File: src/rtl/irq_pkg.sv
package irq_pkg;

    localparam int FLAG_W = 6;
    localparam int PSW_W  = FLAG_W + 2;

    // Stored status word: enable in the top bit, level flag below it.
    typedef struct packed {
        logic              ie;
        logic              isp;
        logic [FLAG_W-1:0] flags;
    } psw_t;

    typedef enum logic [2:0] {
        SQ_IDLE,
        SQ_WAIT,
        SQ_PSW,
        SQ_PC,
        SQ_VEC,
        SQ_RPC,
        SQ_RPSW
    } seq_st_e;

    function automatic psw_t psw_make(input logic ie, input logic isp,
                                      input logic [FLAG_W-1:0] flags);
        psw_t w;
        w.ie    = ie;
        w.isp   = isp;
        w.flags = flags;
        return w;
    endfunction

endpackage

File: src/rtl/irq_req_bank.sv
module irq_req_bank #(
    parameter int N_SRC = 8
) (
    input  logic             clk,
    input  logic             rst,
    input  logic [N_SRC-1:0] set_i,
    input  logic [N_SRC-1:0] clr_i,
    output logic [N_SRC-1:0] pend_o
);

    // One sticky flag per source; a set pulse beats a clear in the same cycle.
    for (genvar g = 0; g < N_SRC; g++) begin : g_flag
        always_ff @(posedge clk) begin
            if (rst) begin
                pend_o[g] <= 1'b0;
            end else if (set_i[g]) begin
                pend_o[g] <= 1'b1;
            end else if (clr_i[g]) begin
                pend_o[g] <= 1'b0;
            end
        end
    end


    set_sticks_chk: assert property (@(posedge clk) disable iff (rst)
        (|set_i) |=> ((pend_o & $past(set_i)) == $past(set_i)));


    clr_takes_chk: assert property (@(posedge clk) disable iff (rst)
        (|(clr_i & ~set_i)) |=> ((pend_o & $past(clr_i & ~set_i)) == '0));

endmodule

File: src/rtl/irq_pick.sv
module irq_pick #(
    parameter int N_SRC = 8,
    localparam int IDX_W = (N_SRC > 1) ? $clog2(N_SRC) : 1
) (
    input  logic             clk,
    input  logic             rst,
    input  logic [N_SRC-1:0] pend_i,
    input  logic [N_SRC-1:0] mask_i,
    input  logic [N_SRC-1:0] prio_i,
    input  logic             isp_i,
    output logic             hit_o,
    output logic [IDX_W-1:0] idx_o,
    output logic             lo_o
);

    logic [N_SRC-1:0] cand_hi;
    logic [N_SRC-1:0] cand_lo;
    logic [N_SRC-1:0] cand_sel;

    for (genvar g = 0; g < N_SRC; g++) begin : g_cand
        assign cand_hi[g] = pend_i[g] & ~mask_i[g] & ~prio_i[g];
        assign cand_lo[g] = pend_i[g] & ~mask_i[g] &  prio_i[g] & isp_i;
    end

    assign cand_sel = (|cand_hi) ? cand_hi : cand_lo;
    assign hit_o    = |cand_sel;
    assign lo_o     = ~(|cand_hi);

    // Lowest index wins inside the chosen level.
    always_comb begin
        idx_o = '0;
        for (int i = N_SRC - 1; i >= 0; i--) begin
            if (cand_sel[i]) begin
                idx_o = IDX_W'(i);
            end
        end
    end


    elig_only_chk: assert property (@(posedge clk) disable iff (rst)
        hit_o |-> (pend_i[idx_o] && !mask_i[idx_o]));


    isp_block_chk: assert property (@(posedge clk) disable iff (rst)
        (hit_o && !isp_i) |-> !prio_i[idx_o]);


    lo_yields_chk: assert property (@(posedge clk) disable iff (rst)
        (hit_o && prio_i[idx_o]) |-> ((pend_i & ~mask_i & ~prio_i) == '0));

endmodule

File: src/rtl/irq_seq.sv
module irq_seq
    import irq_pkg::*;
#(
    parameter int N_SRC  = 8,
    parameter int PC_W   = 16,
    parameter int LAT_HI = 7,
    parameter logic [PC_W-1:0] VEC_BASE = 16'h0004,
    localparam int IDX_W = (N_SRC > 1) ? $clog2(N_SRC) : 1,
    localparam int CNT_W = $clog2(LAT_HI + 1)
) (
    input  logic              clk,
    input  logic              rst,
    input  logic              hit_i,
    input  logic [IDX_W-1:0]  idx_i,
    input  logic              lo_i,
    input  logic              ie_set_i,
    input  logic              ie_clr_i,
    input  logic              nmi_busy_i,
    input  logic              insn_busy_i,
    input  logic              reti_i,
    input  logic [PC_W-1:0]   pc_i,
    input  logic [FLAG_W-1:0] flags_i,
    input  logic [PC_W-1:0]   stk_rdata_i,
    output logic              go_o,
    output logic [N_SRC-1:0]  clr_o,
    output logic              ie_o,
    output logic              isp_o,
    output logic              stk_push_o,
    output logic              stk_pop_o,
    output logic [PC_W-1:0]   stk_wdata_o,
    output logic              pc_load_o,
    output logic [PC_W-1:0]   pc_addr_o,
    output logic              flags_load_o,
    output logic [FLAG_W-1:0] flags_o
);

    // Wait cycles so the vector load lands LAT_HI (or LAT_HI+1) edges after
    // the registering edge: accept edge + wait + status + pc + vector.
    localparam logic [CNT_W-1:0] WAIT_HI = CNT_W'(LAT_HI - 4);
    localparam logic [CNT_W-1:0] WAIT_LO = CNT_W'(LAT_HI - 3);

    seq_st_e          st_q, st_d;
    logic [CNT_W-1:0] cnt_q;
    logic             ie_q, isp_q;
    psw_t             snap_psw_q;
    logic [PC_W-1:0]  snap_pc_q;
    logic [IDX_W-1:0] win_q;
    psw_t             pop_psw;
    logic [PC_W-1:0]  vec_addr;

    assign pop_psw  = psw_t'(stk_rdata_i[PSW_W-1:0]);
    assign vec_addr = VEC_BASE + PC_W'({win_q, 1'b0});

    assign go_o = (st_q == SQ_IDLE) && !reti_i && !insn_busy_i
                  && ie_q && !nmi_busy_i && hit_i;
    assign clr_o = go_o ? (N_SRC'(1) << idx_i) : '0;

    always_comb begin
        st_d = st_q;
        case (st_q)
            SQ_IDLE: begin
                if (reti_i) begin
                    st_d = SQ_RPC;
                end else if (go_o) begin
                    st_d = SQ_WAIT;
                end
            end
            SQ_WAIT: if (cnt_q == '0) st_d = SQ_PSW;
            SQ_PSW:  st_d = SQ_PC;
            SQ_PC:   st_d = SQ_VEC;
            SQ_VEC:  st_d = SQ_IDLE;
            SQ_RPC:  st_d = SQ_RPSW;
            SQ_RPSW: st_d = SQ_IDLE;
            default: st_d = SQ_IDLE;
        endcase
    end

    always_ff @(posedge clk) begin
        if (rst) begin
            st_q       <= SQ_IDLE;
            cnt_q      <= '0;
            ie_q       <= 1'b0;
            isp_q      <= 1'b1;
            snap_psw_q <= '0;
            snap_pc_q  <= '0;
            win_q      <= '0;
        end else begin
            st_q <= st_d;
            if (go_o) begin
                cnt_q      <= lo_i ? WAIT_LO : WAIT_HI;
                snap_psw_q <= psw_make(ie_q, isp_q, flags_i);
                snap_pc_q  <= pc_i;
                win_q      <= idx_i;
            end else if (st_q == SQ_WAIT && cnt_q != '0) begin
                cnt_q <= cnt_q - 1'b1;
            end
            if (go_o) begin
                ie_q  <= 1'b0;
                isp_q <= lo_i;
            end else if (st_q == SQ_RPSW) begin
                ie_q  <= pop_psw.ie;
                isp_q <= pop_psw.isp;
            end else if (ie_clr_i) begin
                ie_q <= 1'b0;
            end else if (ie_set_i) begin
                ie_q <= 1'b1;
            end
        end
    end

    always_comb begin
        stk_push_o   = 1'b0;
        stk_pop_o    = 1'b0;
        stk_wdata_o  = '0;
        pc_load_o    = 1'b0;
        pc_addr_o    = '0;
        flags_load_o = 1'b0;
        flags_o      = '0;
        case (st_q)
            SQ_PSW: begin
                stk_push_o  = 1'b1;
                stk_wdata_o = PC_W'(snap_psw_q);
            end
            SQ_PC: begin
                stk_push_o  = 1'b1;
                stk_wdata_o = snap_pc_q;
            end
            SQ_VEC: begin
                pc_load_o = 1'b1;
                pc_addr_o = vec_addr;
            end
            SQ_RPC: begin
                stk_pop_o = 1'b1;
                pc_load_o = 1'b1;
                pc_addr_o = stk_rdata_i;
            end
            SQ_RPSW: begin
                stk_pop_o    = 1'b1;
                flags_load_o = 1'b1;
                flags_o      = pop_psw.flags;
            end
            default: ;
        endcase
    end

    assign ie_o  = ie_q;
    assign isp_o = isp_q;


    gate_en_chk: assert property (@(posedge clk) disable iff (rst)
        go_o |-> ie_q);


    gate_nmi_chk: assert property (@(posedge clk) disable iff (rst)
        go_o |-> !nmi_busy_i);


    stall_hold_chk: assert property (@(posedge clk) disable iff (rst)
        insn_busy_i |-> !go_o);


    push_order_chk: assert property (@(posedge clk) disable iff (rst)
        (st_q == SQ_PSW) |=> (st_q == SQ_PC && stk_push_o));


    en_drop_chk: assert property (@(posedge clk) disable iff (rst)
        go_o |=> !ie_q);


    pop_pair_chk: assert property (@(posedge clk) disable iff (rst)
        (st_q == SQ_RPC) |=> (st_q == SQ_RPSW && stk_pop_o));


    one_port_op_chk: assert property (@(posedge clk) disable iff (rst)
        !(stk_push_o && stk_pop_o));

endmodule

File: src/rtl/irq_accept.sv
module irq_accept
    import irq_pkg::*;
#(
    parameter int N_SRC  = 8,
    parameter int PC_W   = 16,
    parameter int LAT_HI = 7,
    parameter logic [PC_W-1:0] VEC_BASE = 16'h0004,
    localparam int IDX_W = (N_SRC > 1) ? $clog2(N_SRC) : 1
) (
    input  logic              clk,
    input  logic              rst,
    input  logic [N_SRC-1:0]  req_set_i,
    input  logic [N_SRC-1:0]  mask_i,
    input  logic [N_SRC-1:0]  prio_i,
    input  logic              ie_set_i,
    input  logic              ie_clr_i,
    input  logic              nmi_busy_i,
    input  logic              insn_busy_i,
    input  logic              reti_i,
    input  logic [PC_W-1:0]   pc_i,
    input  logic [FLAG_W-1:0] flags_i,
    input  logic [PC_W-1:0]   stk_rdata_i,
    output logic [N_SRC-1:0]  pend_o,
    output logic              ack_o,
    output logic [IDX_W-1:0]  ack_idx_o,
    output logic              ie_o,
    output logic              isp_o,
    output logic              stk_push_o,
    output logic              stk_pop_o,
    output logic [PC_W-1:0]   stk_wdata_o,
    output logic              pc_load_o,
    output logic [PC_W-1:0]   pc_addr_o,
    output logic              flags_load_o,
    output logic [FLAG_W-1:0] flags_o
);

    logic [N_SRC-1:0] clr;
    logic             hit;
    logic             win_lo;

    irq_req_bank #(.N_SRC(N_SRC)) u_bank (
        .clk    (clk),
        .rst    (rst),
        .set_i  (req_set_i),
        .clr_i  (clr),
        .pend_o (pend_o)
    );

    irq_pick #(.N_SRC(N_SRC)) u_pick (
        .clk    (clk),
        .rst    (rst),
        .pend_i (pend_o),
        .mask_i (mask_i),
        .prio_i (prio_i),
        .isp_i  (isp_o),
        .hit_o  (hit),
        .idx_o  (ack_idx_o),
        .lo_o   (win_lo)
    );

    irq_seq #(
        .N_SRC    (N_SRC),
        .PC_W     (PC_W),
        .LAT_HI   (LAT_HI),
        .VEC_BASE (VEC_BASE)
    ) u_seq (
        .clk          (clk),
        .rst          (rst),
        .hit_i        (hit),
        .idx_i        (ack_idx_o),
        .lo_i         (win_lo),
        .ie_set_i     (ie_set_i),
        .ie_clr_i     (ie_clr_i),
        .nmi_busy_i   (nmi_busy_i),
        .insn_busy_i  (insn_busy_i),
        .reti_i       (reti_i),
        .pc_i         (pc_i),
        .flags_i      (flags_i),
        .stk_rdata_i  (stk_rdata_i),
        .go_o         (ack_o),
        .clr_o        (clr),
        .ie_o         (ie_o),
        .isp_o        (isp_o),
        .stk_push_o   (stk_push_o),
        .stk_pop_o    (stk_pop_o),
        .stk_wdata_o  (stk_wdata_o),
        .pc_load_o    (pc_load_o),
        .pc_addr_o    (pc_addr_o),
        .flags_load_o (flags_load_o),
        .flags_o      (flags_o)
    );


    ack_cand_chk: assert property (@(posedge clk) disable iff (rst)
        ack_o |-> (pend_o[ack_idx_o] && !mask_i[ack_idx_o]));


    ack_clears_chk: assert property (@(posedge clk) disable iff (rst)
        (ack_o && !req_set_i[ack_idx_o]) |=> !pend_o[$past(ack_idx_o)]);


    isp_copy_chk: assert property (@(posedge clk) disable iff (rst)
        ack_o |=> (isp_o == $past(prio_i[ack_idx_o])));

endmodule

File: config.mk
export PLATFORM = sky130hd
export DESIGN_NAME = irq_accept
export DESIGN_NICKNAME = d
export VERILOG_FILES = /design/src/rtl/irq_pkg.sv /design/src/rtl/irq_req_bank.sv /design/src/rtl/irq_pick.sv /design/src/rtl/irq_seq.sv /design/src/rtl/irq_accept.sv
export SDC_FILE = /design/constraint.sdc
export NUM_CORES = 1
export LEC_CHECK = 0
export BUFFER_PORTS_ARGS = -buffer_cell sky130_fd_sc_hd__buf_2
export CAP_MARGIN = 20
export CORE_ASPECT_RATIO = 1.5
export CORE_MARGIN = 5
export CORE_UTILIZATION = 35
export DETAILED_ROUTE_END_ITERATION = 8
export PLACE_DENSITY = 0.68
export SLEW_MARGIN = 20
export SYNTH_ARGS = -nofsm -noshare
export SYNTH_HDL_FRONTEND = slang
export SYNTH_SLANG_ARGS = --single-unit
File: constraint.sdc
create_clock -name clk -period 4.6 [get_ports clk]
set_clock_uncertainty 0.2 [all_clocks]
set_input_delay 0.92 -clock clk [delete_from_list [all_inputs] [get_ports clk]]
set_output_delay 0.92 -clock clk [all_outputs]
set_load 0.03 [all_outputs]
# [Word level (Yosys, flattened, before mapping)]
# Index checks and enable logic that the tools add are counted.
[totals] ff_bits=43 input_bits=69 output_inout_bits=56 wordCells=152
[classes] addsub=2 eq_ne=8 shifts=1 mux=45 n_bitwise=49 reduce_logical=30
[ops] operator="$pmux 16 s2" n=2
[ops] operator="$mux 3" n=14
[ops] operator="$and 1x1->1" n=32
[ops] operator="$mux 1" n=25
[ops] operator="$reduce_bool 2->1" n=10
[ops] operator="$not 1->1" n=17
[ops] operator="$mux 8" n=2
[ops] operator="$reduce_or 8->1" n=2
[ops] operator="$pmux 3 s5" n=1
[ops] operator="$eq 3x3->1 const B" n=3
[ops] operator="$reduce_or 2->1" n=4
[ops] operator="$shl 1x3->8 const A" n=1
[ops] operator="$eq 3x2->1 const B" n=2
[ops] operator="$logic_and 1x1->1" n=6
[ops] operator="$logic_not 3->1" n=2
[ops] operator="$mux 6" n=1
[ops] operator="$reduce_bool 3->1" n=2
[ops] operator="$add 3x4->5 const A" n=1
[ops] operator="$eq 3x1->1 const B" n=1
[ops] operator="$logic_not 1->1" n=3
[ops] operator="$ne 3x2->1 const B" n=1
[ops] operator="$sub 3x1->3 const B" n=1
[ops] operator="$ne 2x1->1 const B" n=1
[ops] operator="$reduce_and 2->1" n=1

# [Longest topological paths before layout]
# Gate-level depths: netlist of run 1.
[logic_depth] depth_word=17 depth_mapped=10 ltp_nobuf=8

# [Hierarchy]
# From an unflattened synthesis of run 1, not the netlist that was laid out.
[hier_totals] cells_unflattened=338 hier_area_um2=2680.1
[by_module_without_submodules] mod="irq_seq" n_inst=1 cells_per_inst=247 area_each_um2=1900.6 seq_area_each_um2=700.7
[by_module_without_submodules] mod="irq_pick" n_inst=1 cells_per_inst=58 area_each_um2=397.9 seq_area_each_um2=0.0
[by_module_without_submodules] mod="irq_req_bank" n_inst=1 cells_per_inst=33 area_each_um2=381.6 seq_area_each_um2=160.2

# [Least setup slack after synthesis of run 1]
# Ideal clock, no wire load.
[synth_path] path_type="input-to-output" from="input prio_i[1]" to="output ack_idx_o[2]" t_arrival_ps=2656 required_ps=3480 slack_ps=824 path_stages=5 path_buffers=0 path_cell_list="or3b_1 -> o211a_1 -> a41o_1 -> or3_1 -> a21oi_1"
[synth_between] elab_chain_len=12 elab_cells_between_ends=14 classes_between="mux: 9; bitwise: 4; reduce/logical: 1"
[synth_lines] element="start: declaration" line_no="irq_accept.sv:14" text="input logic [N_SRC-1:0] prio_i,"
[synth_lines] element="$not 1->1" line_no="irq_pick.sv:21" text="assign cand_hi[g] = pend_i[g] & ~mask_i[g] & ~prio_i[g];"
[synth_lines] element="$and 1x1->1" line_no="irq_pick.sv:21"
[synth_lines] element="$reduce_or 8->1" line_no="irq_pick.sv:25" text="assign cand_sel = (|cand_hi) ? cand_hi : cand_lo;"
[synth_lines] element="$mux 8 *" line_no="irq_pick.sv:25"
[synth_lines] element="$mux 3 (7 in a row)" line_no="irq_pick.sv:33" text="if (cand_sel[i]) begin"
[synth_lines] element="$mux 3 *" line_no="irq_pick.sv:33"
[synth_lines] element="end: declaration" line_no="irq_accept.sv:25" text="output logic [IDX_W-1:0] ack_idx_o,"
# Every way passes the cells marked *; elsewhere a longest branch is shown, timed or not.

# [Worst setup path after layout of run 1]
[layout_path] from="input prio_i[4]" to="output ack_idx_o[0]"
# The elaborated chain is that of the path after synthesis.

==> flow_metrics.env, run 1 <==
export IMPL_drt_antenna_violating_nets=0
export IMPL_clk_latency_ps=290
export IMPL_fmax_mhz=255
export IMPL_layout_commonest_cell="buf_2"
export IMPL_hpwlAfterDp_um=5620
export IMPL_num_vias=2655
export IMPL_drv_cap=0
export IMPL_grt_first_pass_wirelength_um=11900
export IMPL_outcome="finished clean"
export IMPL_final_hold_viol_count=0
export IMPL_postCtsHoldBufs=0
export IMPL_antenna_found_initial=0
export IMPL_min_from="u_seq.snap_pc_q[10]$_SDFFE_PP0P_"
export IMPL_drive_gt1_share_pct=33.1
export IMPL_gp_congestion=0.897
export IMPL_drc_errors=0
export IMPL_ff2ff_path_depth=6
export IMPL_synth_cell_type_count=49
export IMPL_power_frac_comb_pct=24.2
export IMPL_timing_rr_end="u_bank.pend_o[6]$_SDFFE_PP0P_"
export IMPL_rsz0062_at_grt="no"
export IMPL_yosys_area_share_simple_pct=33.2
export IMPL_grt_overflow=0
export IMPL_clk_path_buf_depth=2
export IMPL_crit_path_end_kind="output port"
export IMPL_rows=37
export IMPL_whs_endpoint="u_seq.snap_pc_q[10]$_SDFFE_PP0P_"
export IMPL_slew_violations=0
export IMPL_critPathArrivalTime_ps=2800
export IMPL_p_leak_nw=1.56
export IMPL_num_antenna_cells=0
export IMPL_irDropWorstVdd_mv=0.119
export IMPL_setup_slack_ps=677
export IMPL_pre_cts_slack_ps=712
export IMPL_synth_fp_nets=394
export IMPL_initial_utilization_pct=35.6
export IMPL_num_nets_final=509
export IMPL_wl_per_cell_um=13.9
export IMPL_synth_ff_type="dfxtp_1"
export IMPL_cts_root_buf="clkbuf_8"
export IMPL_yosysSeqAreaShare_pct=35.5
export IMPL_synth_cells=322
export IMPL_p_sw_share_pct=32.7
export IMPL_pwr_share_seq_pct=46.9
export IMPL_startpoint_type="input pin"
export IMPL_power_density_mw_per_mm2=266
export IMPL_min_path_type="reg2reg"
export IMPL_synthToLayoutAreaGrowth_pct=30.6
export IMPL_cts_sinks=43
export IMPL_synth_adder_area_share_pct=1.55
export IMPL_setup_viol=0
export IMPL_cts_buffers=5
export IMPL_grt_max_degree=42
export IMPL_fin_setup_tns_ps=0
export IMPL_synth_xor_area_share_pct=0.361
export IMPL_final_period_utilization_pct=85.3
export IMPL_fin_crit_ps=3920
export IMPL_rrSetupSlack_ps=1790
export IMPL_tightest_slew_ps=809
export IMPL_htreeDepth=2
export IMPL_critPathKind="in2out"
export IMPL_grt_pass1_vias=2524
export IMPL_syn_avg_cell_area_sq_um=7.53
export IMPL_switching_power_w=0.000276
export IMPL_yosys_warnings=0
export IMPL_first_pass_iters=5
export IMPL_pwr_share_clk_pct=29.0
export IMPL_dieWidth_um=78.0
export IMPL_synth_compound_gate_area_share_pct=18.9
export IMPL_cts_tree="done"
export IMPL_intPower_w=0.000567
export IMPL_cts_setup_buffers=0
export IMPL_worstPathRequired_ps=3480
export IMPL_relSlewSlack_pct=46.0
export IMPL_synth_edff_count=0
export IMPL_synth_top_family_by_area="simple AND/OR/NAND/NOR gates"
export IMPL_most_common_layout_cells="buf_2 (124), nand2_1 (59), dfxtp_1 (43), nor2_1 (37), a21oi_1 (34)"
export IMPL_wl_um=7170
export IMPL_critPathMaxFanout=5
export IMPL_reg2reg_from="u_bank.pend_o[1]$_SDFFE_PP0P_"
export IMPL_dieArea_sq_mm=0.00873
export IMPL_ys_seq_elements=43
export IMPL_synthesis_area_sq_mm=0.00243
export IMPL_via_per_inst=5.15
export IMPL_whs_path_depth=2
export IMPL_chipHeight_um=112
export IMPL_async_flop_share_pct=0
export IMPL_core_area_sq_mm=0.00681
export IMPL_track_usage_pct=16.3
export IMPL_port_buffers=124
export IMPL_first_iter_violations=138
export IMPL_post_cts_resized=0
export IMPL_synth_mux_area_fraction_pct=4.95
export IMPL_clkTransAtPathRegs_ps=90
export IMPL_io_pins=125
cell usage after synthesis, drive strengths merged, types with 2 or more instances:
library cell | number | area (sq um)
nand2 | 60 | 228
dfxtp | 43 | 861
nor2 | 37 | 139
a21oi | 34 | 170
and3 | 21 | 131
clkbuf | 12 | 45.0
inv | 12 | 45.1
mux2i | 12 | 120
and2 | 8 | 50.1
nand2b | 8 | 50.1
buf | 7 | 46.3
nor2b | 7 | 43.8
nor3 | 6 | 30.0
a311oi | 4 | 35.0
a41o | 4 | 40.0
nor3b | 4 | 30.0
a21o | 3 | 22.5
a31oi | 3 | 18.8
ha | 3 | 37.5
nand3 | 3 | 15.0
o21ai | 3 | 15.0
or3 | 3 | 18.8
a211oi | 2 | 15.0
o211ai | 2 | 15.0
o31a | 2 | 17.5
o31ai | 2 | 33.8
or2 | 2 | 12.5
state kept, by name, indices dropped and copies added, names as in the netlist:
name,cells
u_seq.isp_o,1
u_seq.snap_pc_q,16
u_seq.cnt_q,3
u_seq.snap_psw_q,8
u_seq.ie_o,1
u_seq.win_q,3
u_seq.st_q,3
u_bank.pend_o,8
worst max path at each step:
stage,startpoint,endpoint,cells after the start
detailed placement,prio_i[4],ack_idx_o[0],9
finish,prio_i[4],ack_idx_o[0],9
CTS,prio_i[4],ack_idx_o[0],9
global placement,prio_i[1],ack_idx_o[0],9
floorplan,prio_i[1],ack_idx_o[2],5
global route,prio_i[4],ack_idx_o[0],9
cell type report:
class                   count  area (sq um)
clock buffers               5          68.8
clock inverters             3          23.8
fillers                   685          3640
inverters                  12          45.0
multi-input cells         248          1430
flip-flops and latches     43           861
well taps                  78          97.6
repair buffers            127           643
per-layer routing:
layer	vias up	track usage (%)	share of wire, %
li1	1338	-	-
met5	-	0	0
met3	14	3.56	7.3
met2	117	27.9	49
met4	0	6.09	2.5
met1	1186	19.6	41
worst max-delay path, stage by stage:
cell	delay, ps
buf_2	100
nor3b_1	60
or4_4	570
o31ai_2	300
a21oi_1	110
a211o_1	350
nand2_2	120
inv_2	70
buf_2	180
kinds of logic (layout without fill, tap and decap cells):
kind of cell / count (synthesis) / after routing
simple gates: 165 / 165
compound gates: 67 / 67
fa+ha+maj: 3 / 3
mux: 12 / 12
flops: 43 / 43
xor+xnor: 1 / 1
buf+inv: 31 / 147
power by group through the flow:
stage	clock network, W	registers (W)	logic [W]
2_1_floorplan	0	0.000410	0.000126
3_3_place_gp	0	0.000403	0.000202
3_5_place_dp	0	0.000404	0.000204
4_1_cts	0.000259	0.000395	0.000205
5_1_grt	0.000275	0.000397	0.000224
6_report	0.000244	0.000395	0.000204
through the flow:
| stage | util, % | area (sq um) | hold WS (ps) | total power, W | std cells |
|---|---|---|---|---|---|
| 2_1_floorplan | - | 2430 | 232 | 0.000536 | 322 |
| 3_3_place_gp | 45.2 | 3080 | 237 | 0.000606 | 508 |
| 3_5_place_dp | 45.2 | 3080 | 243 | 0.000608 | 508 |
| 4_1_cts | 46.6 | 3170 | 256 | 0.000859 | 516 |
| 5_1_grt | 46.6 | 3170 | 274 | 0.000896 | 516 |
| 6_report | 46.6 | 3170 | 253 | 0.000842 | 516 |
Power figures use the tool's default switching activity.
==> run 2, diff against run 1 <==
--- a/config.mk
+++ b/config.mk
@@ -9,9 +9,10 @@
 export CAP_MARGIN = 20
 export CORE_ASPECT_RATIO = 1.5
 export CORE_MARGIN = 5
-export CORE_UTILIZATION = 35
+export CORE_UTILIZATION = 26
 export DETAILED_ROUTE_END_ITERATION = 8
-export PLACE_DENSITY = 0.68
+export HOLD_SLACK_MARGIN = 0.03
+export PLACE_DENSITY = 0.55
 export SLEW_MARGIN = 20
 export SYNTH_ARGS = -nofsm -noshare
 export SYNTH_HDL_FRONTEND = slang
==> flow_metrics.env, run 2 (synthesis results as in run 1) <==
export IMPL_outcome="finished clean"
export IMPL_rsz0062_at_grt="no"
export IMPL_ff2ff_path_depth=6
export IMPL_setup_viol=0
export IMPL_largest_register="u_seq.snap_pc_q"
export IMPL_htreeDepth=2
export IMPL_io_pins=125
export IMPL_wl_met1_um=3260
export IMPL_timing_rr_end="u_bank.pend_o[7]$_SDFFE_PP0P_"
export IMPL_power_density_mw_per_mm2=290
export IMPL_first_pass_iters=4
export IMPL_drt_antenna_violating_nets=0
export IMPL_chipHeight_um=128
export IMPL_first_iter_violations=113
export IMPL_dieWidth_um=88.9
export IMPL_hpwlAfterDp_um=6040
export IMPL_cts_buffers=5
export IMPL_gp_congestion=0.904
export IMPL_track_usage_pct=13.7
export IMPL_cpMostUsedCell="buf_2"
export IMPL_antenna_found_initial=1
export IMPL_rrSetupSlack_ps=1760
export IMPL_core_area_sq_mm=0.00920
export IMPL_grt_first_pass_wirelength_um=12500
export IMPL_via_per_inst=4.83
export IMPL_irDropWorstVdd_mv=0.162
export IMPL_grt_overflow=0
export IMPL_critPathMaxFanout=5
export IMPL_cp_slowest_stage_delay_ps=410
export IMPL_dr_wl_met2_um=3930
export IMPL_clk_path_buf_depth=2
export IMPL_reg2reg_from="u_bank.pend_o[1]$_SDFFE_PP0P_"
export IMPL_startpoint_type="input pin"
export IMPL_total_power_w=0.000947
export IMPL_fin_crit_ps=3930
export IMPL_num_nets_final=509
export IMPL_drv_cap=0
export IMPL_fmax_mhz=254
export IMPL_synthToLayoutAreaGrowth_pct=34.5
export IMPL_num_antenna_cells=0
export IMPL_post_cts_resized=0
export IMPL_dieArea_sq_mm=0.0114
export IMPL_initial_utilization_pct=26.4
export IMPL_grt_max_degree=42
export IMPL_crit_path_end_kind="output port"
export IMPL_rows=43
export IMPL_whs_endpoint="u_seq.snap_pc_q[11]$_SDFFE_PP0P_"
export IMPL_fin_setup_tns_ps=0
export IMPL_cp_cell_sequence="buf_2 -> or3b_1 -> o211a_1 -> a41o_1 -> nor2b_1 -> a211o_1 -> nand2_2 -> inv_2 -> buf_2"
export IMPL_slowest_stage="or3b_1"
export IMPL_min_path_type="reg2reg"
export IMPL_met3_wirelength_um=544
export IMPL_postCtsHoldBufs=0
export IMPL_clk_latency_ps=280
export IMPL_cts_setup_buffers=0
export IMPL_cts_root_buf="clkbuf_16"
export IMPL_port_buffers=124
export IMPL_cts_sinks=43
export IMPL_largest_register_ffs=16
export IMPL_clkTransAtPathRegs_ps=60
export IMPL_drc_errors=0
export IMPL_slew_violations=0
export IMPL_wl_per_cell_um=14.3
export IMPL_cts_tree="done"
export IMPL_drive_gt1_share_pct=33.1
export IMPL_whs_path_depth=2
export IMPL_critPathKind="in2out"
export IMPL_wl_um=7840
export IMPL_tightest_slew_ps=808
export IMPL_maxUsedRoutingLayer="met5"
export IMPL_grt_pass1_vias=2618
export IMPL_layout_commonest_cell="buf_2"
export IMPL_most_common_layout_cells="buf_2 (124), nand2_1 (59), dfxtp_1 (43), nor2_1 (37), a21oi_1 (34)"
export IMPL_min_from="u_seq.snap_pc_q[11]$_SDFFE_PP0P_"
export IMPL_p_leak_nw=1.59
export IMPL_critPathArrivalTime_ps=2810
export IMPL_final_hold_viol_count=0
export IMPL_worstPathRequired_ps=3480
export IMPL_final_period_utilization_pct=85.5
export IMPL_relSlewSlack_pct=46.1
export IMPL_reg_top3="u_seq.snap_pc_q: 16 flops, u_bank.pend_o: 8 flops, u_seq.snap_psw_q: 8 flops"
export IMPL_num_vias=2657
[run 2: changes by cell type in the layout (fill, tap and decap cells not counted), sizes merged]
| cell | before | now |
|---|---|---|
| clkinv | 0 | 1 |
| inv | 13 | 12 |
[run 2: layout make-up]
cell class | count | area [sq um]
sequential | 43 | 861
tap | 112 | 140
timing repair buffer | 127 | 643
clock buffer | 5 | 125
multi-input combinational | 248 | 1430
fill | 990 | 5940
inverter | 12 | 45.0
clock inverter | 3 | 20.0
[run 2: per-layer routing]
metal  vias to the layer above  track usage (%)
li1                       1338                -
met1                      1214             16.6
met2                        93             24.1
met3                        10             3.09
met4                         2             3.47
met5                         -                0
[run 2: power breakdown]
| group | switching (W) | internal [W] |
|---|---|---|
| Combinational | 0.000129 | 0.0000753 |
| Clock | 0.000147 | 0.000200 |
| Sequential | 0.0000125 | 0.000383 |
[run 2: worst max-delay path by stage]
stage	from	to
2_1_floorplan	prio_i[1]	ack_idx_o[2]
3_3_place_gp	prio_i[1]	ack_idx_o[0]
3_5_place_dp	prio_i[4]	ack_idx_o[0]
4_1_cts	prio_i[1]	ack_idx_o[0]
5_1_grt	mask_i[4]	ack_idx_o[0]
6_report	prio_i[1]	ack_idx_o[0]
[run 2: per-stage QoR]
stage / area, sq um / instances / setup slack, ps / hold slack, ps / utilization (%)
4_1_cts: 3260 / 550 / 689 / 251 / 35.5
3_5_place_dp: 3120 / 542 / 684 / 242 / 33.9
3_3_place_gp: 3120 / 542 / 729 / 238 / 33.9
6_report: 3260 / 550 / 668 / 250 / 35.5
2_1_floorplan: 2430 / 322 / 824 / 232 / -
5_1_grt: 3260 / 550 / 619 / 268 / 35.5
[run 2: critical path, delay by kind of cell]
| kind | cells | cell delay (ps) |
|---|---|---|
| compound gates | 3 | 850 |
| simple gates | 3 | 680 |
| buf+inv | 3 | 370 |
